--- src/rtl/mc_ctrl_pkg.sv ---
package mc_ctrl_pkg;

  localparam int STEP_W = 4;

  typedef enum logic [STEP_W-1:0] {
    ST_FETCH  = 4'd0,
    ST_DECODE = 4'd1,
    ST_ADDR   = 4'd2,
    ST_LD_RD  = 4'd3,
    ST_LD_WB  = 4'd4,
    ST_ST_WR  = 4'd5,
    ST_R_EXE  = 4'd6,
    ST_R_WB   = 4'd7,
    ST_BEQ    = 4'd8,
    ST_JMP    = 4'd9
  } step_e;

  typedef struct packed {
    logic       mem_rd;
    logic       mem_wr;
    logic       addr_alu;
    logic       ir_ld;
    logic       pc_wr;
    logic       pc_cond;
    logic [1:0] pc_src;
    logic       a_reg;
    logic [1:0] b_sel;
    logic [1:0] mode;
    logic       rf_wr;
    logic       rf_mem;
    logic       rf_rd;
  } ctrl_t;

endpackage

--- src/rtl/mc_ctrl_next.sv ---
module mc_ctrl_next
  import mc_ctrl_pkg::*;
#(
  parameter int              OPC_W = 6,
  parameter logic [OPC_W-1:0] OP_RT = 6'b000000,
  parameter logic [OPC_W-1:0] OP_LW = 6'b100011,
  parameter logic [OPC_W-1:0] OP_SW = 6'b101011,
  parameter logic [OPC_W-1:0] OP_BQ = 6'b000100,
  parameter logic [OPC_W-1:0] OP_JP = 6'b000010
) (
  input  step_e            cur,
  input  logic [OPC_W-1:0] opc,
  output step_e            nxt,
  output logic             opc_known
);

  function automatic step_e class_dispatch(input logic [OPC_W-1:0] o);
    if (o == OP_LW || o == OP_SW) return ST_ADDR;
    if (o == OP_RT)               return ST_R_EXE;
    if (o == OP_BQ)               return ST_BEQ;
    if (o == OP_JP)               return ST_JMP;
    return ST_FETCH;
  endfunction

  function automatic step_e mem_dispatch(input logic [OPC_W-1:0] o);
    if (o == OP_LW) return ST_LD_RD;
    if (o == OP_SW) return ST_ST_WR;
    return ST_FETCH;
  endfunction

  assign opc_known = (opc == OP_RT) || (opc == OP_LW) || (opc == OP_SW) ||
                     (opc == OP_BQ) || (opc == OP_JP);

  always_comb begin
    case (cur)
      ST_FETCH:  nxt = ST_DECODE;
      ST_DECODE: nxt = class_dispatch(opc);
      ST_ADDR:   nxt = mem_dispatch(opc);
      ST_LD_RD:  nxt = ST_LD_WB;
      ST_R_EXE:  nxt = ST_R_WB;
      default:   nxt = ST_FETCH;
    endcase
  end

endmodule

--- src/rtl/mc_ctrl_decode.sv ---
module mc_ctrl_decode
  import mc_ctrl_pkg::*;
(
  input  step_e cur,
  output ctrl_t ctl
);

  always_comb begin
    ctl = '0;
    case (cur)
      ST_FETCH: begin
        ctl.mem_rd = 1'b1;
        ctl.ir_ld  = 1'b1;
        ctl.b_sel  = 2'b01;
        ctl.pc_wr  = 1'b1;
      end
      ST_DECODE: ctl.b_sel = 2'b11;
      ST_ADDR: begin
        ctl.a_reg = 1'b1;
        ctl.b_sel = 2'b10;
      end
      ST_LD_RD: begin
        ctl.mem_rd   = 1'b1;
        ctl.addr_alu = 1'b1;
      end
      ST_LD_WB: begin
        ctl.rf_wr  = 1'b1;
        ctl.rf_mem = 1'b1;
      end
      ST_ST_WR: begin
        ctl.mem_wr   = 1'b1;
        ctl.addr_alu = 1'b1;
      end
      ST_R_EXE: begin
        ctl.a_reg = 1'b1;
        ctl.mode  = 2'b10;
      end
      ST_R_WB: begin
        ctl.rf_wr = 1'b1;
        ctl.rf_rd = 1'b1;
      end
      ST_BEQ: begin
        ctl.a_reg   = 1'b1;
        ctl.mode    = 2'b01;
        ctl.pc_src  = 2'b01;
        ctl.pc_cond = 1'b1;
      end
      ST_JMP: begin
        ctl.pc_src = 2'b10;
        ctl.pc_wr  = 1'b1;
      end
      default: ctl = '0;
    endcase
  end

endmodule

--- src/rtl/mc_ctrl_fsm.sv ---
module mc_ctrl_fsm
  import mc_ctrl_pkg::*;
#(
  parameter int               OPC_W = 6,
  parameter logic [OPC_W-1:0] OP_RT = 6'b000000,
  parameter logic [OPC_W-1:0] OP_LW = 6'b100011,
  parameter logic [OPC_W-1:0] OP_SW = 6'b101011,
  parameter logic [OPC_W-1:0] OP_BQ = 6'b000100,
  parameter logic [OPC_W-1:0] OP_JP = 6'b000010
) (
  input  logic             clk,
  input  logic             rst,
  input  logic [OPC_W-1:0] opcode,
  output logic [3:0]       step_o,
  output logic             mem_rd_en,
  output logic             mem_wr_en,
  output logic             addr_from_alu,
  output logic             instr_ld_en,
  output logic             pc_wr_en,
  output logic             pc_wr_if_zero,
  output logic [1:0]       pc_src_sel,
  output logic             alu_a_from_reg,
  output logic [1:0]       alu_b_sel,
  output logic [1:0]       alu_mode,
  output logic             rf_wr_en,
  output logic             rf_data_from_mem,
  output logic             rf_dst_is_rd
);

  step_e step_q, step_d;
  ctrl_t ctl;
  logic  opc_known;

  mc_ctrl_next #(
    .OPC_W(OPC_W), .OP_RT(OP_RT), .OP_LW(OP_LW),
    .OP_SW(OP_SW), .OP_BQ(OP_BQ), .OP_JP(OP_JP)
  ) u_next (
    .cur(step_q), .opc(opcode), .nxt(step_d), .opc_known(opc_known)
  );

  mc_ctrl_decode u_dec (.cur(step_q), .ctl(ctl));

  always_ff @(posedge clk) begin
    if (rst) step_q <= ST_FETCH;
    else     step_q <= step_d;
  end

  // Named events for the assertions
  logic in_decode, in_ld_rd, in_terminal;
  assign in_decode   = (step_q == ST_DECODE);
  assign in_ld_rd    = (step_q == ST_LD_RD);
  assign in_terminal = (step_q == ST_LD_WB) || (step_q == ST_ST_WR) ||
                       (step_q == ST_R_WB)  || (step_q == ST_BEQ)   ||
                       (step_q == ST_JMP);

  assign step_o           = step_q;
  assign mem_rd_en        = ctl.mem_rd;
  assign mem_wr_en        = ctl.mem_wr;
  assign addr_from_alu    = ctl.addr_alu;
  assign instr_ld_en      = ctl.ir_ld;
  assign pc_wr_en         = ctl.pc_wr;
  assign pc_wr_if_zero    = ctl.pc_cond;
  assign pc_src_sel       = ctl.pc_src;
  assign alu_a_from_reg   = ctl.a_reg;
  assign alu_b_sel        = ctl.b_sel;
  assign alu_mode         = ctl.mode;
  assign rf_wr_en         = ctl.rf_wr;
  assign rf_data_from_mem = ctl.rf_mem;
  assign rf_dst_is_rd     = ctl.rf_rd;

  a_r1_reset_to_fetch: assert property (@(posedge clk)
    rst |=> step_o == 4'd0);

  a_r11_unknown_to_fetch: assert property (@(posedge clk) disable iff (rst)
    (in_decode && !opc_known) |=> step_o == 4'd0);

  a_r4_rtype_dispatch: assert property (@(posedge clk) disable iff (rst)
    (in_decode && opcode == OP_RT) |=> step_o == 4'd6);

  a_r6_load_writeback: assert property (@(posedge clk) disable iff (rst)
    in_ld_rd |=> (rf_wr_en && rf_data_from_mem && !rf_dst_is_rd));

  a_r12_last_step_returns: assert property (@(posedge clk) disable iff (rst)
    in_terminal |=> instr_ld_en);

  a_r12_single_mem_access: assert property (@(posedge clk) disable iff (rst)
    !(mem_rd_en && mem_wr_en));

  a_r12_one_pc_update_kind: assert property (@(posedge clk) disable iff (rst)
    !(pc_wr_en && pc_wr_if_zero));

endmodule

--- config.mk ---
export PLATFORM = sky130hd
export DESIGN_NAME = mc_ctrl_fsm
export DESIGN_NICKNAME = d
export VERILOG_FILES = /design/src/rtl/mc_ctrl_pkg.sv /design/src/rtl/mc_ctrl_next.sv /design/src/rtl/mc_ctrl_decode.sv /design/src/rtl/mc_ctrl_fsm.sv
export SDC_FILE = /design/constraint.sdc
export NUM_CORES = 1
export LEC_CHECK = 0
export CORE_AREA = 2 2 39 41
export DETAILED_ROUTE_END_ITERATION = 6
export DIE_AREA = 0 0 41 43
export GPL_TIMING_DRIVEN = 0
export HOLD_SLACK_MARGIN = 0.03
export PLACE_DENSITY = 0.81
export SLEW_MARGIN = 40
export SYNTH_ARGS = -nofsm -noshare
export SYNTH_HDL_FRONTEND = slang
export SYNTH_SLANG_ARGS = --single-unit
--- constraint.sdc ---
create_clock -name clk -period 2.7 [get_ports clk]
set_clock_uncertainty 0.2 [all_clocks]
set_input_delay 0.405 -clock clk [delete_from_list [all_inputs] [get_ports clk]]
set_output_delay 0.405 -clock clk [all_outputs]
set_load 0.01 [all_outputs]
==> flow_metrics.py <==
metrics = {
    "outcome": {
        "outcome": "finished, final reports clean",
    },
    "critical_path": {
        "start_kind": "flip-flop",
        "worstPathArrival_ns": 1.82,
        "required_ns": 2.10,
        "cp_top_family": "buffers and inverters",
        "critPathKind": "reg -> out",
        "slowest_stage": "clkdlybuf4s50_1",
        "crit_chain": "inv_1 > mux2_1 > nor2_1 > clkdlybuf4s50_1",
        "end_kind": "output port",
        "slowest_delay_ns": 0.54,
        "critPathMaxFanout": 7,
        "path_buf_inv": 2,
    },
    "clocking": {
        "clk_latency_ns": 0.24,
        "cts-root-buf": "clkbuf_4",
        "cts_tree": "built",
        "clkTransAtPathRegs_ns": 0.04,
        "cts_made_buffers": 3,
        "clkSinkCount": 4,
        "clk_path_buf_depth": 2,
        "cts_resized": 0,
        "h-tree-depth": 1,
        "hold_buffers": 0,
        "postCtsSetupBuffers": 0,
    },
    "flow_run": {
        "cap_violations": 0,
    },
    "global_routing": {
        "antenna_found_initial": 0,
        "grt_pass1_vias": 448,
        "grt_max_degree": 11,
        "overflow": 0,
        "grt_usage": 0.154,
        "grt_pass1_wl_um": 1840,
    },
    "floorplanning": {
        "die_area_um2": 1760,
        "fp.dieW_um": 41,
        "core_um2": 1380,
        "die_height_um": 43,
        "initial_utilization": 0.347,
        "rows": 14,
        "ios": 28,
    },
    "detailed_routing": {
        "wl_per_cell_um": 11.1,
        "drt_wl_total_um": 1170,
        "drcViolationCount": 0,
        "via_per_inst": 5.11,
        "drt-initial-drc-count": 9,
        "drtAntennaViolNets": 0,
        "dr.pass1.iters": 4,
        "vias": 537,
    },
    "layout": {
        "largest_reg_flops": 4,
        "nets": 99,
        "synthToLayoutAreaGrowth_pct": 65.1,
        "diodes": 0,
        "drive_gt1_frac": 0.146,
    },
    "synthesis": {
        "syn_nets": 67,
        "syn_area_um2": 480,
        "ys_types": 28,
        "synthFlopType": "dfxtp_1",
        "yosysSeqAreaShare": 0.167,
        "netlist_instances": 59,
        "synth-edff-count": 0,
        "syn-mean-instance-area_um2": 8.14,
        "async_flop_share": 0,
        "ys_ff_latch": 4,
        "ys_warn_count": 0,
    },
    "placed_design": {
        "numPortBuffers": 27,
        "routabilityCongestion": 0.766,
    },
    "timing": {
        "period_needed_ns": 2.42,
        "tightest_slew_ns": 0.340,
        "setup_viol": 0,
        "fin_tns_setup_ns": 0,
        "rsz0062_at_grt": "false",
        "slew_headroom": 0.771,
        "fmax_mhz": 413,
        "finalCritPeriodShare": 0.897,
        "drv_slew": 0,
        "hold_viol": 0,
    },
    "power_and_ir_drop": {
        "power_density_nw_per_um2": 249,
        "p_leak_nw": 0.289,
        "power_mw": 0.197,
        "peakVddDrop_v": 0.000239,
    },
    "min_path": {
        "hold_class": "reg -> reg",
    },
}
final timing paths:
check             startpoint              to  slack (ns)  depth (start not counted)
setup / recovery   step_o[1]  alu_a_from_reg        0.28                          4
hold / removal     step_o[3]       step_o[3]        0.47                          3
setup reg to reg   step_o[1]       step_o[0]        1.34                          3
hold reg to reg    step_o[3]       step_o[3]        0.47                          3
stage by stage:
step | setup slack [ns] | util | instance area, um^2 | cells | hold WS [ns]
2_1_floorplan | 0.901 | - | 480 | 59 | 0.356
3_3_place_gp | 0.521 | 0.557 | 771 | 102 | 0.460
3_5_place_dp | 0.523 | 0.557 | 771 | 102 | 0.462
4_1_cts | 0.268 | 0.573 | 793 | 105 | 0.475
5_1_grt | 0.181 | 0.573 | 793 | 105 | 0.516
6_report | 0.279 | 0.573 | 793 | 105 | 0.472
cell usage in the layout, fill, tap and decap left out, drive strengths merged:
| cell type | instances |
|---|---|
| a211o | 1 |
| a21oi | 1 |
| nor3 | 6 |
| nor2 | 7 |
| nor4 | 2 |
| xor2 | 3 |
| nand2b | 4 |
| dfxtp | 4 |
| nand4b | 1 |
| a22oi | 2 |
| a41oi | 1 |
| nor4b | 1 |
| clkbuf | 3 |
| xnor2 | 1 |
| mux2 | 1 |
| o2bb2ai | 1 |
| and4bb | 2 |
| buf | 6 |
| nand2 | 5 |
| clkdlybuf4s50 | 27 |
| nor3b | 4 |
| nand3b | 1 |
| inv | 2 |
| a2111oi | 1 |
| o21ai | 2 |
layer usage:
layer,vias to the layer above,share of wire,track usage
met5,-,0,0
met4,0,0,0.0400
met3,0,0.069,0.0785
met2,22,0.51,0.234
met1,243,0.42,0.183
li1,272,-,-
synthesized netlist by cell type, types with 2 or more instances:
master,n,area (um^2)
nor2_1,7,26.3
nor3_1,6,30.0
nand2_1,5,18.8
dfxtp_1,4,80.1
nand2b_1,4,25.0
buf_6,3,33.8
nor3b_1,3,22.5
a22oi_1,2,15.0
and4bb_1,2,25.0
buf_2,2,10.0
inv_1,2,7.51
nor4_1,2,12.5
xor2_1,2,17.5
logic make-up (layout without fill, tap and decap cells):
| group | after synthesis | after routing | synth area share |
|---|---|---|---|
| AO/OA/AOI/OAI | 9 | 9 | 0.174 |
| flip-flops | 4 | 4 | 0.167 |
| AND/OR/NAND/NOR | 33 | 33 | 0.424 |
| multiplexers | 1 | 1 | 0.0234 |
| XOR/XNOR | 4 | 4 | 0.0886 |
| buffers and inverters | 8 | 38 | 0.122 |
final cells by class:
| class | instances | area (um^2) |
|---|---|---|
| multi-input combinational | 47 | 342 |
| tap | 16 | 20.0 |
| sequential | 4 | 80.1 |
| clock buffer | 3 | 22.5 |
| buffer | 6 | 51.3 |
| fill | 131 | 591 |
| timing repair buffer | 27 | 270 |
| inverter | 2 | 7.51 |
worst min-delay path: stages, from the launching register on:
cell and delay, ns:
dfxtp_1 0.39, nor4b_2 0.07, nand3b_1 0.11, a21oi_1 0.05
power breakdown:
part | internal, mW | switching, mW
registers | 0.0609 | 0.00110
logic | 0.0363 | 0.0260
clock network | 0.0496 | 0.0233
total | 0.147 | 0.0503
Power figures use the tool's default switching activity.
